`src/rtl/sc_t0_rx.sv`:
```
module sc_t0_rx #(
  parameter int CPB = 372
) (
  input  logic       clk,
  input  logic       rst_n,
  input  logic       line_in,
  output logic       line_pull_low,
  input  logic       full_clr,
  input  logic       perr_clr,
  input  logic       rx_ie,
  input  logic       rx_mask,
  output logic [7:0] rx_data,
  output logic       rx_full,
  output logic       par_err,
  output logic       rxi_req,
  output logic       eri_req
);
  localparam int HALF = CPB / 2;
  localparam int PW   = $clog2(CPB);

  logic          line_q, busy;
  logic [PW-1:0] pos;
  logic [3:0]    bitn;
  logic [7:0]    shreg;
  logic          mid, par_bad, full_set, perr_set;

  assign mid      = busy && (pos == PW'(HALF - 1));
  assign par_bad  = ^shreg ^ line_in;
  assign full_set = mid && (bitn == 4'd9) && !par_bad;
  assign perr_set = mid && (bitn == 4'd9) && par_bad;

  always_ff @(posedge clk or negedge rst_n) begin
    if (!rst_n) begin
      line_q        <= 1'b1;
      busy          <= 1'b0;
      pos           <= '0;
      bitn          <= '0;
      shreg         <= '0;
      line_pull_low <= 1'b0;
    end else begin
      line_q <= line_in;
      if (!busy) begin
        if (line_q && !line_in) begin
          busy <= 1'b1;
          pos  <= '0;
          bitn <= '0;
        end
      end else begin
        if (pos == PW'(CPB - 1)) begin
          pos  <= '0;
          bitn <= bitn + 4'd1;
        end else begin
          pos <= pos + 1'b1;
        end
        if (mid) begin
          case (bitn)
            4'd0:    if (line_in) busy <= 1'b0;
            4'd9:    if (!par_bad) busy <= 1'b0;
            4'd10:   line_pull_low <= 1'b1;
            4'd11:   begin line_pull_low <= 1'b0; busy <= 1'b0; end
            default: shreg <= {line_in, shreg[7:1]};
          endcase
        end
      end
    end
  end

  always_ff @(posedge clk or negedge rst_n) begin
    if (!rst_n) begin
      rx_data <= '0;
      rx_full <= 1'b0;
      par_err <= 1'b0;
    end else begin
      if (full_set) begin
        rx_full <= 1'b1;
        rx_data <= shreg;
      end else if (full_clr) begin
        rx_full <= 1'b0;
      end
      if (perr_set)      par_err <= 1'b1;
      else if (perr_clr) par_err <= 1'b0;
    end
  end

  assign eri_req = par_err & rx_ie;
  assign rxi_req = rx_full & rx_ie & ~rx_mask;


  no_full_on_bad_chk: assert property (@(posedge clk) disable iff (!rst_n)
    $rose(par_err) |-> !$rose(rx_full));

  data_only_on_full_chk: assert property (@(posedge clk) disable iff (!rst_n)
    !$stable(rx_data) |-> rx_full);

  pull_in_frame_chk: assert property (@(posedge clk) disable iff (!rst_n)
    line_pull_low |-> busy);

  release_ends_frame_chk: assert property (@(posedge clk) disable iff (!rst_n)
    $fell(line_pull_low) |-> !busy);

  start_on_low_chk: assert property (@(posedge clk) disable iff (!rst_n)
    $rose(busy) |-> !line_q);

  bit_range_chk: assert property (@(posedge clk) disable iff (!rst_n)
    busy |-> bitn <= 4'd11);
endmodule

```
`config.mk`:
```
export PLATFORM = sky130hd
export DESIGN_NAME = sc_t0_rx
export DESIGN_NICKNAME = d
export VERILOG_FILES = /design/src/rtl/sc_t0_rx.sv
export SDC_FILE = /design/constraint.sdc
export NUM_CORES = 1
export LEC_CHECK = 0
export ABC_AREA = 1
export ABC_CLOCK_PERIOD_IN_PS = 1400
export BUFFER_PORTS_ARGS = -buffer_cell sky130_fd_sc_hd__clkbuf_2
export CAP_MARGIN = 10
export CORE_ASPECT_RATIO = 0.75
export CORE_UTILIZATION = 52
export DETAILED_ROUTE_END_ITERATION = 16
export PLACE_DENSITY_LB_ADDON = 0.05
export SETUP_SLACK_MARGIN = 0.15
export SLEW_MARGIN = 25
export SYNTH_ARGS = -nofsm -noshare
export SYNTH_HDL_FRONTEND = slang
export SYNTH_SLANG_ARGS = --single-unit
export TNS_END_PERCENT = 100
```
`constraint.sdc`:
```
create_clock -name clk -period 1.4 [get_ports clk]
set_input_delay 0.28 -clock clk [delete_from_list [all_inputs] [get_ports clk]]
set_output_delay 0.28 -clock clk [all_outputs]
set_load 0.03 [all_outputs]
```
==> results.toml, run 1 <==
[route]
drcViolationCount = 0
firstDrtPassIters = 5
totalWireLength_um = 5200
dr_total_vias = 1839
post_drt_wl_per_cell_um = 15.3
drtIter0Drc = 150
antenna_left = 0
viasPerCell = 5.42

[yosys]
synthFlopType = "dfrtp_1"
netlist_top_cells_count = "nand2_1, dfrtp_1, inv_1"
syn-num-nets = 232
yosys_warnings = 0
synth_top_area_share = 0.460
ys_types = 28
yosysTopAreaCell = "dfrtp_1"
synthesis.area_um2 = 1790
synthesis.instances = 219
synth_area_leaders = "dfrtp_1, nand2_1, nand3_1, inv_1, ha_1"
synth.most_common_cell = "nand2_1"
synth_edf_count = 0
async_flop_share = 1.00
syn_area_per_cell_um2 = 8.19
synth-seq-area-share = 0.475
synth-seq-cells = 34

[power_and_ir_drop]
leakagePower_nw = 1.39
ir_drop_v = 0.000956
fin_total_pwr_mw = 3.90
pwr-share-comb = 0.457
p_clk_frac = 0.199
seq_power_share = 0.344
internal_power_mw = 2.41
power_density_nw_per_um2 = 1420
power.share.switching = 0.382
p_sw_mw = 1.49

[worst_setup_path]
crit_family = "simple AND/OR/NAND/NOR gates"
cp.depth = 8
cpPeakStageDelay_ns = 0.40
cp_slowest_cell = "dfrtp_1"
critPathRequiredTime_ns = 1.59
cp_max_fo = 6
worst-setup-path-type = "register to register"
arrival_ns = 1.72
crit_path_cell_trace = "buf_4 > buf_6 > ha_4 > nand4_1 > nand2_4 > buf_6 > nand3_1 > nand2_1"
reg2reg_from = "pos[1]"
end_kind = "register"
worst_path_most_repeated_cell = "buf_6"
cp-start-kind = "register"
r2r-end = "bitn[1]"
reg2reg_depth = 8
worst-path-buf-inv = 3
rrSetupSlack_ns = -0.13

[cts]
clockBufferDepth = 2
tritoncts = "yes"
cts-root-buf = "clkbuf_8"
cts_made_buffers = 5
clkLatencyLatePin_ns = 0.30
path_clk_slew_ns = 0.07
cts.sink_count = 34
cts-htree-levels = 2

[grt]
grt_pass1_vias = 1584
antenna_found_initial = 0
grt.total_usage = 0.256
grt_first_pass_wirelength_um = 7080
grt_max_degree = 19
overflow = 0

[min_path]
hold_class = "input port to register"
hold_end = "line_q"
holdPathStages = 1
min_from = "line_in"

[placed_design]
dp_slack_ns = -0.173
dp.cells = 312
portBuffers = 19
dp_hpwl_um = 3020
gp_congestion = 0.832
place_area_um2 = 2210

[timing]
hold_ws_ns = 0.115
post-route-period-util = 1.09
worst_slack_ns = -0.133
worstMarginPinSlew_ns = 0.483
rsz0062_at_grt = "yes"
hold_violations = 0
clock_skew_ns = 0.00682
slew_headroom = 0.678
fmax_mhz = 652
setup_viol = 30
min_period_ns = 1.53
maxSlewViolCount = 0
setup_tns_ns = -2.21

[floorplan]
start_util = 0.546
die_area_um2 = 3690
die_width_um = 69.8
core_area_um2 = 3290
dieHeight_um = 52.9
io_pins = 20
placementRows = 18

[cells_and_area]
multi_input_area_um2 = 1070
n_antenna_cell = 0
postLayoutCoreUtil = 0.834
seqCellArea_um2 = 857
syn_to_final_growth_pct = 52.9
drive_gt1_frac = 0.528
stdcell_count = 339
fin_area_um2 = 2740
nets = 311
fillCellCount = 186

[run_status]
status = "finished, violations left"
violations = "negative setup slack"

[job]
max_cap_violations = 0
## final cells by class
class / instances / share of cell area
Sequential cell: 34 / 0.312
Inverter: 30 / 0.0420
Tap cell: 40 / 0.0182
Clock inverter: 2 / 0.00456
Clock buffer: 6 / 0.0301
Timing Repair Buffer: 72 / 0.202
Multi-Input combinational cell: 155 / 0.391
## logic make-up after synthesis
family                     count (synthesis)  synth area share
and+or+nand+nor                          113             0.280
xor gates and xnor gates                   7            0.0342
AOI/OAI and AO/OA                         27            0.0955
DFF                                       34             0.475
buffers and inverters                     32            0.0732
adders and majority gates                  6            0.0418
## sequential cells by signal (all words and copies together) (netlist names)
signal         flops
rx_full            1
shreg              8
line_q             1
par_err            1
busy               1
pos                9
line_pull_low      1
bitn               4
rx_data            8
## power groups by stage
stage | sequential [mW] | clock (mW) | combinational (mW)
after floorplan | 1.35 | 0 | 0.613
after global placement | 1.30 | 0 | 1.15
after detailed placement | 1.32 | 0 | 1.20
after CTS | 1.30 | 0.776 | 1.40
after global routing | 1.36 | 0.822 | 1.91
final | 1.34 | 0.777 | 1.78
## cell usage in the layout, fill, tap and decap left out, types with 2 or more instances in the layout
cell type and count:
a21oi_1 3, a21oi_2 3, buf_12 2, buf_4 45, buf_6 6, clkbuf_2 17, clkbuf_8 7, dfrtp_1 29
dfrtp_2 4, ha_1 4, ha_4 2, inv_1 20, inv_2 9, nand2_1 42, nand2_2 21, nand2_4 6
nand3_1 13, nand3_2 5, nand4_1 4, nor2_1 10, nor2_2 3, nor2_4 4, nor3_2 2, o21ai_1 5
o21ai_2 9, o22ai_2 3, xor2_1 6
## routing by layer
layer,GRT usage,wire [µm]
met1,0.333,2380
met3,0.0514,251
met2,0.410,2460
met5,0,0
met4,0.133,109
## timing repair
action                                 4_1_cts  5_1_grt
hold buffers                                 1        0
cloned                                       1        1
setup endpoints to repair                   33       35
pin swaps                                    8       14
gates resized for setup                     30       50
setup buffers                                7        9
endpoints found under the hold margin       15        0
## worst max-delay path by stage
stage	from	to	slack, ns
after floorplan	pos[1]	shreg[5]	-0.04
after global placement	pos[0]	shreg[6]	-0.13
after detailed placement	pos[0]	shreg[6]	-0.17
after CTS	pos[0]	rx_data[1]	-0.07
after global routing	pos[1]	pos[0]	-0.21
final	pos[1]	bitn[1]	-0.13
## worst register-to-register path: cells and delay by family, from the launching register on
kind	cells	cell delay, ns
fa+ha+maj	1	0.16
buf+inv	3	0.42
flops	1	0.40
simple gates	4	0.45
Power figures use the tool's default switching activity.
==> inputs of run 2 (changes only) <==
--- a/config.mk
+++ b/config.mk
@@ -10,9 +10,11 @@
 export BUFFER_PORTS_ARGS = -buffer_cell sky130_fd_sc_hd__clkbuf_2
 export CAP_MARGIN = 10
 export CORE_ASPECT_RATIO = 0.75
+export CORE_MARGIN = 1
 export CORE_UTILIZATION = 52
 export DETAILED_ROUTE_END_ITERATION = 16
 export PLACE_DENSITY_LB_ADDON = 0.05
+export REMOVE_ABC_BUFFERS = 1
 export SETUP_SLACK_MARGIN = 0.15
 export SLEW_MARGIN = 25
 export SYNTH_ARGS = -nofsm -noshare
==> run 2 against run 1 <==
The flow still finishes with violations (negative setup slack). Largest cell class unchanged. Clock skew increased by 0.0021 ns. Cell count unchanged. Clock power rose by 20%. Clock-buffer cell count is 1 lower. Sequential share of layout area grew 0.29 points. Critical path type unchanged. Fmax fell by 8.5%. Setup slack worse by 0.14 ns. Hold slack gained 0.023 ns.
==> results.toml, run 2 (same netlist as run 1, synthesis figures left out) <==
[run_status]
status = "finished, violations left"
violations = "negative setup slack"

[cells_and_area]
reg_top3 = "pos (9), rx_data (8), shreg (8)"
layout_common_cells = "buf_4, nand2_1, dfrtp_1, inv_1, clkbuf_2"
syn_to_final_growth_pct = 51.3
stdcell_count = 339
n_antenna_cell = 0
postLayoutCoreUtil = 0.826
nets = 311
layout_commonest_cell = "buf_4"
drive_gt1_frac = 0.475
largest_reg_flops = 9
regMostFlops = "pos"

[cts]
cts.sink_count = 34
cts-htree-levels = 2
clockBufferDepth = 2
cts-root-buf = "clkbuf_8"
path_clk_slew_ns = 0.08
clkLatencyLatePin_ns = 0.30
tritoncts = "yes"
cts_made_buffers = 5

[timing]
post-route-period-util = 1.20
rsz0062_at_grt = "yes"
clock_skew_ns = 0.00888
worst_slack_ns = -0.275
hold_ws_ns = 0.137
maxSlewViolCount = 0
min_period_ns = 1.67
slew_headroom = 0.670
hold_violations = 0
setup_viol = 31
worstMarginPinSlew_ns = 0.495
fmax_mhz = 597

[route]
drtIter0Drc = 140
viasPerCell = 5.31
drcViolationCount = 0
dr_total_vias = 1801
antenna_left = 0
firstDrtPassIters = 4
totalWireLength_um = 5120
post_drt_wl_per_cell_um = 15.1

[floorplan]
io_pins = 20
die_area_um2 = 3690
core_area_um2 = 3290
placementRows = 18
die_width_um = 69.8
dieHeight_um = 52.9
start_util = 0.546

[worst_setup_path]
cp-start-kind = "register"
worst-setup-path-type = "register to register"
arrival_ns = 1.86
cp_max_fo = 7
startpoint = "pos[1]"
reg2reg_from = "pos[1]"
critPathRequiredTime_ns = 1.59
end_kind = "register"

[power_and_ir_drop]
seq_power_share = 0.350
internal_power_mw = 2.46
ir_drop_v = 0.00144
power_density_nw_per_um2 = 1430
leakagePower_nw = 1.36
fin_total_pwr_mw = 3.90
power.share.switching = 0.369
pwr-share-comb = 0.411
p_clk_frac = 0.239
p_sw_mw = 1.44

[placed_design]
dp_slack_ns = -0.154
portBuffers = 19
dp.cells = 312
dp_hpwl_um = 3250
gp_congestion = 0.843

[grt]
grt_first_pass_wirelength_um = 7380
grt.total_usage = 0.264
grt_max_degree = 19
grt_pass1_vias = 1667
antenna_found_initial = 0
overflow = 0

[min_path]
min_from = "full_clr"
hold_class = "input port to register"

[job]
max_cap_violations = 0
## run 2: changes by cell type in the layout (fill, tap and decap cells not counted), sizes merged
| cell | previous run | this run |
|---|---|---|
| buf | 53 | 54 |
| bufinv | 0 | 1 |
| clkbuf | 24 | 23 |
| clkinvlp | 1 | 2 |
| inv | 30 | 29 |
| nand2 | 70 | 69 |
## run 2: what timing repair did
| item | 4_1_cts | 5_1_grt |
|---|---|---|
| gates resized for setup | 24 | 32 |
| cloned | 1 | 1 |
| endpoints found under the setup margin | 34 | 34 |
| hold buffers | 1 | 0 |
| buffers inserted | 10 | 6 |
| pin swaps | 13 | 16 |
| hold endpoints to repair | 16 | 0 |
## run 2: final timing paths
kind / endpoint / slack [ns] / depth (start not counted)
max: shreg[4] / -0.27 / 10
min: rx_full / 0.14 / 2
max reg2reg: shreg[4] / -0.27 / 10
min reg2reg: rx_data[1] / 0.50 / 2
max in group asynchronous: pos[0] / 0.46 / 3
min in group asynchronous: rx_data[2] / 0.47 / 2
## run 2: cell type report
class / instances / area (µm²)
Multi-Input combinational cell: 154 / 1010
Sequential cell: 34 / 856
Fill cell: 186 / 573
Timing Repair Buffer: 73 / 571
Inverter: 30 / 113
Clock buffer: 5 / 68.8
Tap cell: 40 / 50.0
Clock inverter: 3 / 45.0
## run 2: critical path, stage by stage (launching register included)
cell and delay [ns]:
dfrtp_1 0.41, inv_2 0.09, ha_4 0.14, nand2_2 0.05
nor3_2 0.17, nand2_2 0.13, nor2_2 0.15, nand2_2 0.14
buf_12 0.18, nand2_2 0.06, o21ai_2 0.05
## run 2: per-layer routing
layer | GRT usage | wire (µm)
met1 | 0.350 | 2310
met2 | 0.410 | 2360
met3 | 0.0686 | 277
met4 | 0.127 | 163
met5 | 0 | 0
## run 2: per-stage QoR
| stage | setup TNS (ns) | instance area [µm²] |
|---|---|---|
| 6_report | -5.56 | 2720 |
| 5_1_grt | -7.21 | 2720 |
| 4_1_cts | -2.05 | 2530 |
| 3_5_place_dp | -2.36 | 2230 |
| 3_3_place_gp | -0.697 | 2230 |
| 2_1_floorplan | -0.819 | 1780 |
## run 2: power by group through the flow
| stage | Combinational [mW] | Clock, mW | Sequential (mW) |
|---|---|---|---|
| after floorplan | 0.609 | 0 | 1.36 |
| after global placement | 1.11 | 0 | 1.33 |
| after detailed placement | 1.18 | 0 | 1.35 |
| after CTS | 1.46 | 0.939 | 1.33 |
| after global routing | 1.73 | 0.985 | 1.38 |
| final | 1.60 | 0.931 | 1.36 |
